<file path="config.mk">
export PLATFORM = sky130hd
export DESIGN_NAME = aux_txn_framer
export DESIGN_NICKNAME = d
export VERILOG_FILES = /design/src/rtl/aux_txn_pkg.sv /design/src/rtl/aux_req_builder.sv /design/src/rtl/aux_reply_collector.sv /design/src/rtl/aux_reply_timer.sv /design/src/rtl/aux_txn_framer.sv
export SDC_FILE = /design/constraint.sdc
export NUM_CORES = 1
export LEC_CHECK = 0
export ABC_AREA = 1
export BUFFER_PORTS_ARGS = -buffer_cell sky130_fd_sc_hd__buf_2
export CAP_MARGIN = 20
export CORE_MARGIN = 1
export CORE_UTILIZATION = 43
export CTS_CLUSTER_DIAMETER = 60
export DETAILED_ROUTE_END_ITERATION = 12
export GPL_TIMING_DRIVEN = 0
export PLACE_DENSITY_LB_ADDON = 0.2
export SLEW_MARGIN = 20
export SYNTH_ARGS = -nofsm -noshare
export SYNTH_HDL_FRONTEND = slang
export SYNTH_HIERARCHICAL = 1
export SYNTH_SLANG_ARGS = --single-unit
export TNS_END_PERCENT = 1
</file>
<file path="constraint.sdc">
create_clock -name clk -period 5 [get_ports clk]
set_input_delay 1 -clock clk [delete_from_list [all_inputs] [get_ports clk]]
set_output_delay 1 -clock clk [all_outputs]
set_load 0.005 [all_outputs]
</file>
<file path="src/rtl/aux_txn_pkg.sv">
package aux_txn_pkg;

  typedef enum logic [1:0] {
    ST_IDLE,
    ST_SEND,
    ST_WAIT,
    ST_FIN
  } aux_state_e;

  localparam logic [3:0] CODE_NAT_WR  = 4'h8;
  localparam logic [3:0] CODE_NAT_RD  = 4'h9;
  localparam logic [3:0] CODE_I2C_WR  = 4'h0;
  localparam logic [3:0] CODE_I2C_RD  = 4'h1;
  localparam logic [3:0] MOT_MASK     = 4'h4;

  function automatic logic code_is_write(input logic [3:0] code);
    logic [3:0] base;
    base = code & ~MOT_MASK;
    return (base == CODE_NAT_WR) || (base == CODE_I2C_WR);
  endfunction

  function automatic logic code_is_known(input logic [3:0] code);
    logic [3:0] base;
    base = code & ~MOT_MASK;
    return (base == CODE_NAT_WR) || (base == CODE_I2C_WR) ||
           (base == CODE_NAT_RD) || (base == CODE_I2C_RD);
  endfunction

endpackage

</file>
<file path="src/rtl/aux_req_builder.sv">
module aux_req_builder #(
  parameter  int MAX_LEN = 16,
  localparam int LW      = $clog2(MAX_LEN + 2),
  localparam int IW      = $clog2(MAX_LEN + 5)
) (
  input  logic [3:0]           code_i,
  input  logic [19:0]          addr_i,
  input  logic [LW-1:0]        len_i,
  input  logic                 wr_i,
  input  logic [MAX_LEN*8-1:0] payload_i,
  input  logic [IW-1:0]        idx_i,
  output logic [7:0]           byte_o,
  output logic [IW-1:0]        total_o
);

  logic has_len;

  always_comb begin
    has_len = (len_i != '0);
    total_o = IW'(3) + IW'(has_len) + (wr_i ? IW'(len_i) : IW'(0));
  end

  // Byte select: three address bytes, optional length byte, then payload
  always_comb begin
    byte_o = 8'h00;
    if (idx_i == IW'(0)) begin
      byte_o = {code_i, addr_i[19:16]};
    end else if (idx_i == IW'(1)) begin
      byte_o = addr_i[15:8];
    end else if (idx_i == IW'(2)) begin
      byte_o = addr_i[7:0];
    end else if (idx_i == IW'(3)) begin
      byte_o = 8'(len_i - LW'(1));
    end else begin
      for (int k = 0; k < MAX_LEN; k++) begin
        if (idx_i == IW'(k + 4)) byte_o = payload_i[k*8 +: 8];
      end
    end
  end

endmodule

</file>
<file path="src/rtl/aux_reply_collector.sv">
module aux_reply_collector #(
  parameter  int MAX_LEN = 16,
  localparam int CW      = $clog2(MAX_LEN + 2)
) (
  input  logic                 clk,
  input  logic                 rst_n,
  input  logic                 clr_i,
  input  logic                 cap_i,
  input  logic [7:0]           byte_i,
  input  logic                 flag_i,
  output logic [CW-1:0]        cnt_o,
  output logic [3:0]           code_o,
  output logic [MAX_LEN*8-1:0] data_o,
  output logic                 err_o
);

  localparam logic [CW-1:0] FULL = CW'(MAX_LEN + 1);

  logic [CW-1:0] cnt_q, cnt_d;
  logic [3:0]    code_q, code_d;
  logic          err_q, err_d;

  always_comb begin
    cnt_d  = cnt_q;
    code_d = code_q;
    err_d  = err_q;
    if (clr_i) begin
      cnt_d  = '0;
      code_d = '0;
      err_d  = 1'b0;
    end else if (cap_i) begin
      if (cnt_q == '0) code_d = byte_i[7:4];
      if (cnt_q != FULL) cnt_d = cnt_q + CW'(1);
      if (flag_i || (cnt_q == FULL)) err_d = 1'b1;
    end
  end

  always_ff @(posedge clk or negedge rst_n) begin
    if (!rst_n) begin
      cnt_q  <= '0;
      code_q <= '0;
      err_q  <= 1'b0;
    end else begin
      cnt_q  <= cnt_d;
      code_q <= code_d;
      err_q  <= err_d;
    end
  end

  for (genvar g = 0; g < MAX_LEN; g++) begin : g_slot
    logic [7:0] slot_q;
    always_ff @(posedge clk or negedge rst_n) begin
      if (!rst_n) begin
        slot_q <= '0;
      end else if (clr_i) begin
        slot_q <= '0;
      end else if (cap_i && (cnt_q == CW'(g + 1))) begin
        slot_q <= byte_i;
      end
    end
    assign data_o[g*8 +: 8] = slot_q;
  end

  assign cnt_o  = cnt_q;
  assign code_o = code_q;
  assign err_o  = err_q;

  // count saturates at one reply code byte plus MAX_LEN data bytes
  p_cnt_bound_r8: assert property (@(posedge clk) disable iff (!rst_n)
    cnt_q <= FULL);

  // reply code comes from the first byte only
  p_code_first_r7: assert property (@(posedge clk) disable iff (!rst_n)
    (cap_i && !clr_i && (cnt_q != '0)) |=> $stable(code_o));

endmodule

</file>
<file path="src/rtl/aux_reply_timer.sv">
module aux_reply_timer #(
  parameter  int LIMIT = 400,
  localparam int TW    = $clog2(LIMIT + 1)
) (
  input  logic clk,
  input  logic rst_n,
  input  logic clr_i,
  input  logic run_i,
  input  logic kick_i,
  output logic expire_o,
  output logic flag_o
);

  logic [TW-1:0] cnt_q, cnt_d;
  logic          flag_q, flag_d;

  always_comb begin
    expire_o = run_i && !kick_i && (cnt_q == TW'(LIMIT - 1));
    cnt_d    = (!run_i || kick_i) ? '0 : cnt_q + TW'(1);
    flag_d   = flag_q;
    if (clr_i)         flag_d = 1'b0;
    else if (expire_o) flag_d = 1'b1;
  end

  always_ff @(posedge clk or negedge rst_n) begin
    if (!rst_n) begin
      cnt_q  <= '0;
      flag_q <= 1'b0;
    end else begin
      cnt_q  <= cnt_d;
      flag_q <= flag_d;
    end
  end

  assign flag_o = flag_q;

  // timeout only rises after a waiting cycle without a reply byte
  p_timeout_idle_r10: assert property (@(posedge clk) disable iff (!rst_n)
    $rose(flag_o) |-> ($past(run_i) && !$past(kick_i)));

endmodule

</file>
<file path="src/rtl/aux_txn_framer.sv">
module aux_txn_framer
  import aux_txn_pkg::*;
#(
  parameter  int MAX_LEN        = 16,
  parameter  int TIMEOUT_CYCLES = 400,
  localparam int LW             = $clog2(MAX_LEN + 2)
) (
  input  logic                 clk,
  input  logic                 rst_n,
  input  logic                 go,
  input  logic [3:0]           req_code,
  input  logic [19:0]          req_addr,
  input  logic [LW-1:0]        req_len,
  input  logic [MAX_LEN*8-1:0] wr_data,
  output logic [7:0]           tx_data,
  output logic                 tx_valid,
  input  logic                 tx_ready,
  input  logic [7:0]           rx_data,
  input  logic                 rx_valid,
  input  logic                 rx_last,
  input  logic [5:0]           rx_err_flags,
  output logic                 done,
  input  logic                 done_ack,
  output logic [31:0]          status,
  output logic [3:0]           reply_code,
  output logic [MAX_LEN*8-1:0] rd_data,
  output logic [LW-1:0]        xfer_count
);

  localparam int IW = $clog2(MAX_LEN + 5);

  aux_state_e           st_q, st_d;
  logic [IW-1:0]        idx_q, idx_d;
  logic [3:0]           code_q;
  logic [19:0]          addr_q;
  logic [LW-1:0]        len_q;
  logic [MAX_LEN*8-1:0] pay_q;
  logic                 wr_q;
  logic                 done_q, done_d;
  logic                 rej_q, rej_d;
  logic                 go_take, req_bad, load;

  logic [7:0]           bld_byte;
  logic [IW-1:0]        bld_total;
  logic [LW-1:0]        col_cnt;
  logic [3:0]           col_code;
  logic [MAX_LEN*8-1:0] col_data;
  logic                 col_err;
  logic                 tmr_expire, tmr_flag;
  logic                 deliver;

  // Next-state logic
  always_comb begin
    go_take = (st_q == ST_IDLE) && go && !done_q;
    req_bad = !code_is_known(req_code) || (req_len > LW'(MAX_LEN));
    load    = go_take && !req_bad;
    st_d    = st_q;
    idx_d   = idx_q;
    rej_d   = rej_q;
    done_d  = done_q && !done_ack;
    case (st_q)
      ST_IDLE: begin
        if (go_take) begin
          rej_d = req_bad;
          idx_d = '0;
          if (req_bad) done_d = 1'b1;
          else         st_d   = ST_SEND;
        end
      end
      ST_SEND: begin
        if (tx_ready) begin
          idx_d = idx_q + IW'(1);
          if (idx_q == bld_total - IW'(1)) st_d = ST_WAIT;
        end
      end
      ST_WAIT: begin
        if ((rx_valid && rx_last) || tmr_expire) st_d = ST_FIN;
      end
      ST_FIN: begin
        done_d = 1'b1;
        st_d   = ST_IDLE;
      end
      default: st_d = ST_IDLE;
    endcase
  end

  // State registers
  always_ff @(posedge clk or negedge rst_n) begin
    if (!rst_n) begin
      st_q   <= ST_IDLE;
      idx_q  <= '0;
      done_q <= 1'b0;
      rej_q  <= 1'b0;
      code_q <= '0;
      addr_q <= '0;
      len_q  <= '0;
      pay_q  <= '0;
      wr_q   <= 1'b0;
    end else begin
      st_q   <= st_d;
      idx_q  <= idx_d;
      done_q <= done_d;
      rej_q  <= rej_d;
      if (load) begin
        code_q <= req_code;
        addr_q <= req_addr;
        len_q  <= req_len;
        pay_q  <= wr_data;
        wr_q   <= code_is_write(req_code);
      end
    end
  end

  aux_req_builder #(.MAX_LEN(MAX_LEN)) i_builder (
    .code_i    (code_q),
    .addr_i    (addr_q),
    .len_i     (len_q),
    .wr_i      (wr_q),
    .payload_i (pay_q),
    .idx_i     (idx_q),
    .byte_o    (bld_byte),
    .total_o   (bld_total)
  );

  aux_reply_collector #(.MAX_LEN(MAX_LEN)) i_collector (
    .clk    (clk),
    .rst_n  (rst_n),
    .clr_i  (go_take),
    .cap_i  ((st_q == ST_WAIT) && rx_valid),
    .byte_i (rx_data),
    .flag_i (|rx_err_flags),
    .cnt_o  (col_cnt),
    .code_o (col_code),
    .data_o (col_data),
    .err_o  (col_err)
  );

  aux_reply_timer #(.LIMIT(TIMEOUT_CYCLES)) i_timer (
    .clk      (clk),
    .rst_n    (rst_n),
    .clr_i    (go_take),
    .run_i    (st_q == ST_WAIT),
    .kick_i   (rx_valid),
    .expire_o (tmr_expire),
    .flag_o   (tmr_flag)
  );

  // Outputs
  always_comb begin
    tx_valid = (st_q == ST_SEND);
    tx_data  = bld_byte;
    done     = done_q;
    deliver  = (st_q == ST_IDLE) && !tmr_flag && !col_err && !rej_q;
    status   = '0;
    status[24 +: LW] = col_cnt;
    status[2:0]      = {rej_q, tmr_flag, col_err};
    reply_code = deliver ? col_code : 4'h0;
    rd_data    = deliver ? col_data : '0;
    if (!deliver)           xfer_count = '0;
    else if (wr_q)          xfer_count = len_q;
    else if (col_cnt != '0) xfer_count = col_cnt - LW'(1);
    else                    xfer_count = '0;
  end

  // byte held under backpressure
  p_tx_hold_r4: assert property (@(posedge clk) disable iff (!rst_n)
    (tx_valid && !tx_ready) |=> (tx_valid && $stable(tx_data)));

  // done sticky until acknowledged
  p_done_sticky_r12: assert property (@(posedge clk) disable iff (!rst_n)
    (done && !done_ack) |=> done);

  // no data count alongside a failure flag
  p_no_delivery_r11: assert property (@(posedge clk) disable iff (!rst_n)
    (xfer_count != '0) |-> (status[2:0] == 3'b000));

  // a rejected request sends nothing
  p_reject_silent_r5: assert property (@(posedge clk) disable iff (!rst_n)
    status[2] |-> !tx_valid);

endmodule

</file>
==> metrics, run 1 <==
dpl hpwl ~35000 um; core area between 30000 and 40000 um2; sequential area share after synthesis between 40% and 50%; post-synth top area share 49.2%; Peak VDD IR 0.000239 V; Synth Register Bits 315; DIE HEIGHT between 150 and 200 um; Starting Density a little over two fifths; Clock power frac between 30% and 40%; CTS Buf Count 39; count of different cell masters after synthesis between 40 and 50; Area after DPL approximately 18000 um2; ys async rst share 100%; Setup crit start kind register; critical path launch point idx_q[4]$_DFFE_PN0P_; worst hold path type input port to asynchronous set/reset pin; ys flop type dfrtp_1; setup TNS 0 ns; chip width slightly below 200 um; Max H-tree Level 2; Sw Share a little over a third; Sink Count 315; number of flops mapped to enable cells by yosys 0; post-CTS sizing 0; WS Path Type register to primary output; min Tclk post-route between 4 and 5 ns; area grow syn2layout 23.8%; Buffers on Ports around 330; Seq pwr share roughly 40%; GP Congestion between 0.8 and 0.9; FF-to-FF Start st_q[1]$_DFFE_PN0P_; GR Overflow Total 0; Yosys top cell by area dfrtp_1; final wirelength roughly 47000 um; part of the power in combinational logic between 20% and 30%; DP Cell Count 2917; root buf cell clkbuf_16; fin. max-slew vios 0; Slew HR between 40% and 50%; crit path max fanout 10; initial antenna violation count 1; leak pwr between 10 and 15 nW; internal reg-to-reg setup slack roughly 2.3 ns; Achievable Freq about 240 MHz; fin cells between 2000 and 3000; first-pass GRT wire length roughly 74000 um; vias in the first global route 13951; Die ar. 38100 um2; CP endpoint kind primary output; Final setup violation count 0; Post-layout nets between 2000 and 3000; DR WL/cell ~16 um; Final Cell Area between 15000 and 20000 um2; std cell rows 70; max-cap violations 0; Final Hold Vio Count 0; Worst R2R Path Depth 8; P_sw around 3.3 mW; Remaining DRCs 0; post-CTS setup buffer count 0; WHS 0.328 ns; crit path DAT about 3.2 ns; pin count of the biggest net entering global routing 95; Post-DRT Antenna Nets 0; top post-synthesis cells by area dfrtp_1 49%, nand2_1 17%, nor2_1 5.4%; DR pass1 iterations 5; Worst Max-Slew Pin Slew around 0.89 ns; clk buf depth 3; worst endpoint required time around 4.0 ns; GRT Util Overall approximately a quarter; Vias around 15000; Ys Warns 6; mean area per synthesized cell approximately 7.7 um2; cts hold-fix bufs 0; layout cells sized above 1 23.1%; final period utilization between 80% and 90%; total power approximately 9.4 mW; Internal slightly above 6 mW; routed vias/inst 4.89; post-synthesis cell count approximately 2100; initial detailed-routing violation count 803; clk_skew 0.0100 ns; mapped cell area between 15000 and 20000 um2; CTS tree yes; Clock Latency Late Sink ~0.55 ns; Ports 357; status finished clean; RSZ-0062 raised after global routing no; cell area power density between 400 and 500 nW/um2; clock-pin slew on the worst setup and hold paths 0.06 ns
[registers in the layout, indices dropped and copies added, names as in the netlist]
| register | cells |
|---|---|
| i_collector/code_o | 4 |
| code_q | 4 |
| idx_q | 5 |
| i_timer/flag_o | 1 |
| i_collector/err_o | 1 |
| i_timer/cnt_q | 9 |
| pay_q | 128 |
| st_q | 2 |
| i_collector/g_slot.slot_q | 128 |
| i_collector/cnt_o | 5 |
| rej_q | 1 |
| wr_q | 1 |
| len_q | 5 |
| addr_q | 20 |
| done | 1 |
[routing by layer]
layer	part of all wire (%)	global-route usage, %
met1	43	32.5
met2	48	41.7
met3	6.2	4.65
met4	2.7	8.22
met5	0	0
[cells in the final DEF (no fill, tap or decap), types with 4 or more instances in the layout]
cell type	netlist	final
buf_2	31	362
buf_4	28	28
dfrtp_1	315	315
inv_2	22	22
nand2_2	5	5
buf_16	0	4
buf_6	36	36
nor2_1	231	231
ha_1	17	17
clkbuf_1	18	23
or2_2	7	7
nor2_2	12	12
o21ai_2	15	15
nand2_1	716	716
clkinv_2	0	4
clkbuf_8	0	7
nor3_1	5	5
o21ai_1	79	79
nand3_1	165	165
bufinv_16	0	5
o21ai_0	53	53
a21oi_1	28	28
buf_1	5	5
nand2_4	9	9
conb_1	1	24
clkbuf_16	0	41
nor2_8	4	4
inv_1	226	226
xor2_1	5	5
nor2_4	4	4
nand4_1	27	27
[layout make-up]
cell class	count	area, um2
Sequential cell	315	7880
Tap cell	468	586
Inverter	251	942
Buffer	118	857
Multi-Input combinational cell	1429	6430
Fill cell	3517	16800
Timing Repair Buffer	336	1780
Antenna cell	1	2.50
Clock buffer	53	1140
Clock inverter	14	211
[worst max-delay path, cell delays in order (launching register included)]
cell and delay, ns:
dfrtp_1 0.55, inv_2 0.14, nand3_1 0.26, nor2_2 0.13, nand2_1 0.08, nand3_1 0.09
nor2_1 0.15, nand4_1 0.11, nand2_1 0.17, nand4_1 0.15, nor2_1 0.16, nand4_1 0.18
nor2_1 0.19, nand4_1 0.10, buf_2 0.14
[path summary, 6_finish.rpt]
| kind | end |
|---|---|
| max | tx_data[1] |
| min | pay_q[25]$_DFFE_PN0P_ |
| max reg2reg | i_collector/code_o[0]$_DFFE_PN0P_ |
| min reg2reg | pay_q[80]$_DFFE_PN0P_ |
| max in group asynchronous | i_collector/g_slot[13].slot_q[7]$_DFFE_PN0P_ |
| min in group clk | pay_q[80]$_DFFE_PN0P_ |
[through the flow]
| step | util [%] | setup WS (ns) |
|---|---|---|
| 2_1_floorplan | - | 2.39 |
| 3_3_place_gp | 50.2 | -3.18 |
| 3_5_place_dp | 50.5 | 1.38 |
| 4_1_cts | 54.2 | 0.776 |
| 5_1_grt | 54.2 | 0.633 |
| 6_report | 54.2 | 0.839 |
[cell families (layout without fill, tap and decap cells)]
family                     Yosys count  in the layout  share of synthesized area [%]
AOI/OAI and AO/OA                  182            182                           6.16
xor gates and xnor gates             5              5                          0.273
adders and majority gates           17             17                           1.33
buffers and inverters              369            772                           11.2
DFF                                315            315                           49.2
other                                1             25                         0.0234
and+or+nand+nor                   1201           1201                           31.8
[synthesized netlist by cell type (4+ instances only)]
master / number
xor2_1: 5
nand2_4: 9
inv_1: 226
or2_2: 7
buf_1: 5
o21ai_1: 79
ha_1: 17
nor2_4: 4
nand2_2: 5
nand4_1: 27
inv_2: 22
clkbuf_1: 18
nor2_1: 231
nand2_1: 716
dfrtp_1: 315
nor2_8: 4
a21oi_1: 28
buf_4: 28
nand3_1: 165
buf_2: 31
o21ai_0: 53
nor3_1: 5
o21ai_2: 15
buf_6: 36
nor2_2: 12
[power by group through the flow]
stage	Sequential, mW	Combinational, mW	Clock, mW
6_report	3.76	2.64	2.98
5_1_grt	3.85	3.03	3.13
4_1_cts	3.76	2.67	3.04
3_5_place_dp	3.79	2.65	0
3_3_place_gp	3.77	2.58	0
2_1_floorplan	3.64	1.82	0
Note: power is estimated with default switching activity, not from simulation.
==> inputs of run 2 (changes only) <==
Clock period 5 ns to 4.1 ns, I/O delays scaled along.
==> run 2 against run 1 <==
Clock skew is essentially flat. Core utilization is essentially flat. Combinational power grew 22%. Final area is essentially flat. Sequential power grew 22%. Critical path type unchanged.
==> metrics, run 2 (synthesis results as in run 1) <==
Final Hold Vio Count 0 (unchanged); Worst Max-Slew Pin Slew 0.894 ns (-0.000198 ns); core area 36600 um2 (unchanged); Peak VDD IR 0.000291 V (+22%); Area after DPL 18500 um2 (unchanged); area grow syn2layout 23.8% (about the same); Ports 357 (unchanged); chip width 195 um (unchanged); Achievable Freq 258 MHz; Buffers on Ports 332 (unchanged); RSZ-0062 raised after global routing no; max-cap violations 0 (unchanged); pin count of the biggest net entering global routing 95 (unchanged); Post-Place Setup Slack 0.658 ns (-0.720 ns); first-pass GRT wire length 74200 um (unchanged); Remaining DRCs 0 (unchanged); Regs by FF count i_collector/g_slot.slot_q: 128 flops, pay_q: 128 flops, addr_q: 20 flops; final wirelength 47200 um (about the same); Worst Setup EP tx_data[1]; Worst R2R Path Depth 8 (unchanged); WS Path Type register to primary output; critical path launch point idx_q[1]$_DFFE_PN0P_; Final Cell Area 19800 um2 (about the same); clk buf depth 3 (unchanged); GR Overflow Total 0 (unchanged); layout cells sized above 1 23.1% (+0.079 points); CTS Buf Count 39 (unchanged); Vias 14588 (-0.062%); std cell rows 70 (unchanged); Setup crit start kind register; setup ws final 0.222 ns (-0.617 ns); post-CTS sizing 0 (unchanged); Post-layout nets 2685 (unchanged); routed vias/inst 4.89 (about the same); leak pwr 10.5 nW (about the same); DIE HEIGHT 195 um (unchanged); post-CTS setup buffer count 0 (unchanged); initial detailed-routing violation count 803 (unchanged); most common cell after layout, fill and taps aside nand2_1; root buf cell clkbuf_16; CP endpoint kind primary output; fin. max-slew vios 0 (unchanged); Starting Density 43.8% (unchanged); Max H-tree Level 2 (unchanged); Die ar. 38100 um2 (unchanged); worst hold path type input port to asynchronous set/reset pin; dpl hpwl 34700 um (unchanged); Clock Latency Late Sink 0.55 ns (about the same); GRT Util Overall 24.9% (unchanged); Final setup violation count 0 (unchanged); CTS tree yes; Critical R2R Capture i_collector/code_o[0]$_DFFE_PN0P_; DR pass1 iterations 7 (+2); final period utilization a little over nine tenths; Slew HR 40.4% (about the same); cts hold-fix bufs 0 (unchanged); GP Congestion 0.858 (unchanged); clk_skew 0.0100 ns (-0.00000910 ns); cell area power density 577 nW/um2 (+22%); worst endpoint required time 3.28 ns (-0.72 ns); most frequent cells in the layout 716 x nand2_1, 362 x buf_2, 313 x dfrtp_1; clock-pin slew on the worst setup and hold paths 0.06 ns (about the same); FF-to-FF Start st_q[1]$_DFFE_PN0P_; initial antenna violation count 1 (unchanged); crit path max fanout 11 (+1); DR WL/cell 15.8 um (about the same); crit path DAT 3.06 ns (-0.10 ns); internal reg-to-reg setup slack 1.37 ns (-0.90 ns); vias in the first global route 13951 (unchanged); status finished clean; Post-DRT Antenna Nets 0 (unchanged); Sink Count 315 (unchanged); min Tclk post-route around 3.9 ns
-- run 2: cell type report --
class | count | area (um2)
plain buffers | 118 | 857
clock buffers | 53 | 1140
flip-flops and latches | 315 | 7890
clock inverters | 14 | 211
well taps | 468 | 586
inverters | 251 | 942
repair buffers | 336 | 1780
diodes | 1 | 2.50
multi-input cells | 1429 | 6430
fillers | 3515 | 16800
-- run 2: worst max-delay path: stages (launching register included) --
cell and delay (ns):
dfrtp_1 0.59, nor2_1 0.13, nand2_2 0.16, nor2_2 0.11, nand2_1 0.07, nand3_1 0.09, nor2_1 0.15, nand4_1 0.11
nand2_1 0.17, nand4_1 0.15, nor2_1 0.16, nand4_1 0.18, nor2_1 0.19, nand4_1 0.10, buf_2 0.14
-- run 2: power breakdown --
part,internal [mW],switching (mW)
Combinational,1.14,2.08
Sequential,3.99,0.601
Clock,2.26,1.37
-- run 2: how the worst min path moves through the flow --
| stage | start | to | slack (ns) |
|---|---|---|---|
| 4_1_cts | rst_n | pay_q[25]$_DFFE_PN0P_ | 0.13 |
| 3_5_place_dp | pay_q[58]$_DFFE_PN0P_ | pay_q[58]$_DFFE_PN0P_ | 0.46 |
| 3_3_place_gp | pay_q[58]$_DFFE_PN0P_ | pay_q[58]$_DFFE_PN0P_ | 0.46 |
| 5_1_grt | rst_n | pay_q[25]$_DFFE_PN0P_ | 0.15 |
| 6_report | rst_n | pay_q[25]$_DFFE_PN0P_ | 0.15 |
| 2_1_floorplan | i_timer/cnt_q[0]$_DFF_PN0_ | i_timer/cnt_q[0]$_DFF_PN0_ | 0.43 |
-- run 2: metrics by stage --
| step | hold WS (ns) | cells | power, mW | utilization, % | TNS [ns] |
|---|---|---|---|---|---|
| after floorplan | 0.433 | 2113 | 6.66 | - | 0 |
| after CTS | 0.131 | 2984 | 11.5 | 54.2 | 0 |
| after detailed placement | 0.459 | 2917 | 7.85 | 50.5 | 0 |
| after global placement | 0.455 | 2913 | 7.74 | 50.2 | -1217.33 |
| final | 0.149 | 2985 | 11.5 | 54.2 | 0 |
| after global routing | 0.151 | 2985 | 12.2 | 54.2 | 0 |
-- run 2: routing by layer --
metal / global-route usage [%] / share of wire (%) / vias up
met5: 0 / 0 / -
met4: 8.22 / 2.7 / 0
met3: 4.65 / 6.2 / 84
met2: 41.7 / 48 / 458
met1: 32.5 / 43 / 6838
li1: - / - / 7208
